File: config.mk
export PLATFORM = sky130hd
export DESIGN_NAME = baud_tick_gen
export DESIGN_NICKNAME = d
export VERILOG_FILES = /design/src/rtl/baud_tick_pkg.sv /design/src/rtl/baud_tick_dp.sv /design/src/rtl/baud_tick_ctrl.sv /design/src/rtl/baud_tick_gen.sv
export SDC_FILE = /design/constraint.sdc
export NUM_CORES = 1
export LEC_CHECK = 0
export ABC_AREA = 1
export BUFFER_PORTS_ARGS = -buffer_cell sky130_fd_sc_hd__buf_4
export CELL_PAD_IN_SITES_DETAIL_PLACEMENT = 2
export CELL_PAD_IN_SITES_GLOBAL_PLACEMENT = 2
export CORE_UTILIZATION = 26
export DETAILED_ROUTE_END_ITERATION = 16
export PLACE_DENSITY = 0.6
export SETUP_SLACK_MARGIN = 0.15
export SKIP_CTS_REPAIR_TIMING = 1
export SLEW_MARGIN = 20
export SYNTH_ARGS = -nofsm -noshare
export SYNTH_HDL_FRONTEND = slang
export SYNTH_SLANG_ARGS = --single-unit
File: constraint.sdc
create_clock -name clk -period 3.6 [get_ports clk]
set_input_delay 0.18 -clock clk [delete_from_list [all_inputs] [get_ports clk]]
set_output_delay 0.18 -clock clk [all_outputs]
set_load 0.01 [all_outputs]
File: src/rtl/baud_tick_pkg.sv
package baud_tick_pkg;
  typedef struct packed {
    logic clear;  // divisor zero: halt and reset all phase state
    logic load;   // capture settings and restart the period counter
    logic wrap;   // period ended: advance the fractional accumulator
  } strobe_t;
endpackage

File: src/rtl/baud_tick_dp.sv
module baud_tick_dp
  import baud_tick_pkg::*;
#(
  parameter int DIV_W  = 13,
  parameter int FRAC_W = 5
) (
  input  logic              clk,
  input  logic              rstN,
  input  logic [DIV_W-1:0]  divisor,
  input  logic [FRAC_W-1:0] fineAdj,
  input  strobe_t           strb,
  output logic              running,
  output logic              periodDone
);
  localparam int CNT_W = DIV_W + 1;

  logic [DIV_W-1:0]  activeDiv;
  logic [FRAC_W-1:0] activeFine;
  logic [CNT_W-1:0]  cnt;
  logic [FRAC_W-1:0] acc;
  logic              stretch;
  logic [CNT_W-1:0]  periodLen;
  logic [FRAC_W:0]   accSum;

  assign running    = (activeDiv != '0);
  assign periodLen  = {1'b0, activeDiv} + CNT_W'(stretch);
  assign periodDone = running && (cnt == periodLen);
  assign accSum     = {1'b0, acc} + {1'b0, activeFine};

  always_ff @(posedge clk or negedge rstN) begin
    if (!rstN) begin
      activeDiv  <= '0;
      activeFine <= '0;
      cnt        <= CNT_W'(1);
      acc        <= '0;
      stretch    <= 1'b0;
    end else if (strb.clear) begin
      activeDiv  <= '0;
      activeFine <= '0;
      cnt        <= CNT_W'(1);
      acc        <= '0;
      stretch    <= 1'b0;
    end else if (strb.load) begin
      activeDiv  <= divisor;
      activeFine <= fineAdj;
      cnt        <= CNT_W'(1);
      if (strb.wrap) begin
        acc     <= accSum[FRAC_W-1:0];
        stretch <= accSum[FRAC_W];
      end
    end else if (running) begin
      cnt <= cnt + CNT_W'(1);
    end
  end
endmodule

File: src/rtl/baud_tick_ctrl.sv
module baud_tick_ctrl
  import baud_tick_pkg::*;
#(
  parameter int OSR = 16
) (
  input  logic    clk,
  input  logic    rstN,
  input  logic    divIsZero,
  input  logic    running,
  input  logic    periodDone,
  output strobe_t strb,
  output logic    sampleTick,
  output logic    bitTick
);
  localparam int PH_W = (OSR > 1) ? $clog2(OSR) : 1;
  localparam logic [PH_W-1:0] LAST_PH = PH_W'(OSR - 1);

  logic [PH_W-1:0] phase;

  always_comb begin
    strb.clear = divIsZero;
    strb.wrap  = periodDone && !divIsZero;
    strb.load  = !divIsZero && (periodDone || !running);
  end

  assign sampleTick = periodDone;
  assign bitTick    = periodDone && (phase == LAST_PH);

  always_ff @(posedge clk or negedge rstN) begin
    if (!rstN)               phase <= '0;
    else if (strb.clear)     phase <= '0;
    else if (periodDone)     phase <= (phase == LAST_PH) ? '0 : phase + PH_W'(1);
  end
endmodule

File: src/rtl/baud_tick_gen.sv
module baud_tick_gen
  import baud_tick_pkg::*;
#(
  parameter int DIV_W  = 13,
  parameter int FRAC_W = 5,
  parameter int OSR    = 16
) (
  input  logic              clk,
  input  logic              rstN,
  input  logic [DIV_W-1:0]  divisor,
  input  logic [FRAC_W-1:0] fineAdj,
  output logic              sampleTick,
  output logic              bitTick
);
  strobe_t strb;
  logic    running;
  logic    periodDone;

  baud_tick_dp #(.DIV_W(DIV_W), .FRAC_W(FRAC_W)) u_dp (
    .clk(clk), .rstN(rstN), .divisor(divisor), .fineAdj(fineAdj),
    .strb(strb), .running(running), .periodDone(periodDone)
  );

  baud_tick_ctrl #(.OSR(OSR)) u_ctrl (
    .clk(clk), .rstN(rstN), .divIsZero(divisor == '0),
    .running(running), .periodDone(periodDone), .strb(strb),
    .sampleTick(sampleTick), .bitTick(bitTick)
  );
endmodule

==> key figures <==
CTS
  • Clock sink total: 42
  • # H-tree levels: 2
  • Skew-Pair Late Insertion Delay: ~300 ps
  • CTS root buf: clkbuf_8
  • CTS tree: yes
  • Clk buf depth: 2
  • TritonCTS buffer count: 5
  • Clk slew on worst S/H paths: 90 ps

Drt
  • Detail Route Antenna Nets: 0
  • WL per Instance: between 15 and 20 um
  • Via density: 4.74
  • DRC viols: 0
  • Final wirelength: 8.34 mm
  • First-iteration detailed-routing DRC count: 34
  • Pre-antenna DRT Iters: 4
  • Vias post-DR: 2561

Layout
  • Core Util, Final: 30.8%
  • Most frequent cells in the layout: 121 x nand2_1, 41 x dfrtp_1, 39 x nor2_1, 39 x inv_1, 37 x nand3_1
  • Nets: approximately 430
  • Most common cell after layout, fill and taps aside: nand2_1
  • Fin area: 3200 um^2
  • Post-route insts no fill: 540
  • Antenna diode count: 0
  • Fraction of layout cells with a size suffix above 1: 11.9%
  • Area growth from synthesis to layout: 13.7%

Job
  • Max Cap Violations: 0

Floorplanning
  • Core Rows: 37
  • Core ar.: roughly 10000 um^2
  • Die X: 106 um
  • Die outline height: 106 um
  • Die area: 11300 um^2
  • Io pins: 22
  • Initial core utilization: a little over a quarter

Worst setup path
  • CP Class: reg2out
  • CP max stage delay: 470 ps
  • Slowest CP cell: nand4_1
  • CP startpoint kind: register
  • Most Frequent Cell on Critical Path: nand2_1
  • CP max FO: 12
  • WP data required: 3420 ps
  • Worst Path Arrival: 2840 ps
  • Critical Path Sink Type: output pin
  • Crit-path cells: ha_1 > ha_1 > inv_1 > nand2_1 > nand2_1 > nand2_1 > nor2_1 > nand2_1 > nor2_1 > nand2_1 > nor2_2 > nand4_1 > nor3_2 > buf_4
  • Worst R2R Setup Slack: 1070 ps

Global routing
  • GRT Total Usage: 16.2%
  • GRT overflow: 0
  • First-pass GRT wire length: ~14 mm
  • Met1 Track Usage GR: 21.1%
  • Largest net degree at the start of global routing: between 40 and 50
  • Top Usage Layer GRT: met2
  • Vias in the first global route: 2785
  • Met3 usage: 2.64%
  • Met2 usage: 28.2%
  • Initial antenna violation count: 0

Placement
  • Cells after DPL: approximately 530
  • Area after DPL: just over 3000 um^2
  • DP HPWL: 6.23 mm
  • Placer congestion estimate: 0.724
  • Buffers on Ports: 21
  • Post-place setup slack: 828 ps

Power and ir drop
  • Leak Pwr: roughly 0.0017 uW
  • Clk pwr share: 31.3%
  • Net Sw Frac: between 30% and 40%
  • Sequential Power Share: 47.8%
  • Internal: 841 uW
  • Comb pwr share: a little over a fifth
  • Max VDD drop: roughly 0.15 mV
  • P_sw: about 420 uW
  • Power Dens Cells: 394 nW/um^2

STA
  • Final Slew Violations: 0
  • TNS Setup: 0 ps
  • Final Setup Violations: 0
  • Hold Vio Cnt, Final: 0
  • RSZ-0062 raised after global routing: no
  • Worst slew pin tran: 605 ps
  • Final WS setup: around 580 ps
  • Relative slew slack: 59.3%
  • Maximum clock frequency: 331 MHz
  • Period utilisation layout: between 80% and 90%
  • Min Tclk post-route: 3020 ps
  • Fin Clk Skew: 8.55 ps

Logic synthesis
  • Adder-Cell Fraction of Synth Area: 4.71%
  • Area leader, netlist: dfrtp_1
  • Number of synthesized register bits: 42
  • Sequential share of the synthesized area: 37.4%
  • Cell count after synthesis: about 390
  • Xor/xnor cell area share of the yosys netlist: 6.22%
  • Dominant cells by area after synthesis: dfrtp_1 36%, nand2_1 16%, nand4_1 7.3%
  • Compound-Gate Fraction of Synth Area: 1.47%
  • Mux share of post-synthesis cell area: 0%
  • Netlist cell types: 30
  • YS warnings: 0
  • Net Count, Synth: around 420
  • Synth top area share: between 30% and 40%
  • Main combinational cell family by area after synthesis: simple AND/OR/NAND/NOR gates
  • Synth Area per Inst: about 7.3 um^2
  • Simple-Gate Fraction of Synth Area: 41.9%
  • Synthesized cell area: approximately 2800 um^2

Status
  • Status: finished, final reports clean

Hold path
  • Hold Crit Class: in2reg
==> synth_stat cells <==
cell and count:
nor2_4 5, nand2_2 2, nand2_4 1, a31oi_1 1, inv_1 39, clkbuf_1 7, nand3_2 1, nor3_1 2
nand3_1 37, xnor2_1 4, a21o_1 1, o21ai_0 3, buf_6 2, nor3_2 1, nor4_1 5, nand4_1 33
buf_4 1, fa_1 1, a21oi_1 1, inv_2 3, o21bai_1 1, ha_1 9, xor2_1 16, dfstp_2 1
dfrtp_1 41, nand2_1 121, nand3_4 2, nor2_2 2, nor2_1 39, buf_2 4
==> critical path, delay by kind of cell, from the launching register on <==
family,cells,cell delay [ps]
and+or+nand+nor,10,1380
DFF,1,410
buffers and inverters,2,220
adders and majority gates,2,520
==> flip-flops by register name, summed over array words and instances, names as in the netlist <==
signal and flops:
u_ctrl.phase 4, u_dp.activeFine 5, u_dp.activeDiv 13, u_dp.acc 5
u_dp.cnt 14, u_dp.stretch 1
==> logic make-up after synthesis <==
family,after synthesis
AND/OR/NAND/NOR,251
AO/OA/AOI/OAI,7
adder cells (fa/ha/maj),10
flip-flops,42
XOR/XNOR,20
buffers and inverters,56
==> layer usage <==
| layer | wire length [um] | share of wire (%) |
|---|---|---|
| met5 | 0 | 0 |
| met4 | 55 | 0.66 |
| met3 | 130 | 1.6 |
| met2 | 4130 | 50 |
| met1 | 4020 | 48 |
==> path summary, 6_finish.rpt <==
path / start / to / depth (start not counted)
max: u_dp.activeDiv[0] / bitTick / 14
min: divisor[11] / u_dp.activeDiv[11] / 3
max reg2reg: u_dp.activeDiv[0] / u_dp.activeDiv[0] / 15
min reg2reg: u_dp.cnt[0] / u_dp.cnt[0] / 1
max in group asynchronous: rstN / u_dp.activeDiv[3] / 2
min in group asynchronous: rstN / u_dp.activeFine[0] / 2
==> final cells by class <==
| class | instances | area, um^2 |
|---|---|---|
| clock buffer | 6 | 72.6 |
| tap | 136 | 170 |
| inverter | 42 | 158 |
| sequential | 42 | 1050 |
| clock inverter | 2 | 37.5 |
| fill | 1264 | 7210 |
| multi-input combinational | 288 | 1530 |
| timing repair buffer | 24 | 183 |
==> power groups by stage <==
stage               combinational, uW  clock, uW  sequential [uW]
floorplan                         206          0              579
global route                      308        432              619
global placement                  259          0              616
finish                            264        395              604
detailed placement                268          0              617
CTS                               271        416              607
==> per-stage QoR <==
step | total power [uW] | hold WS [ps]
2_1_floorplan | 785 | -116
3_3_place_gp | 875 | 233
3_5_place_dp | 884 | 236
4_1_cts | 1290 | -104
5_1_grt | 1360 | 84.9
6_report | 1260 | 78.0
No activity file was read; power rests on OpenSTA's default activity.
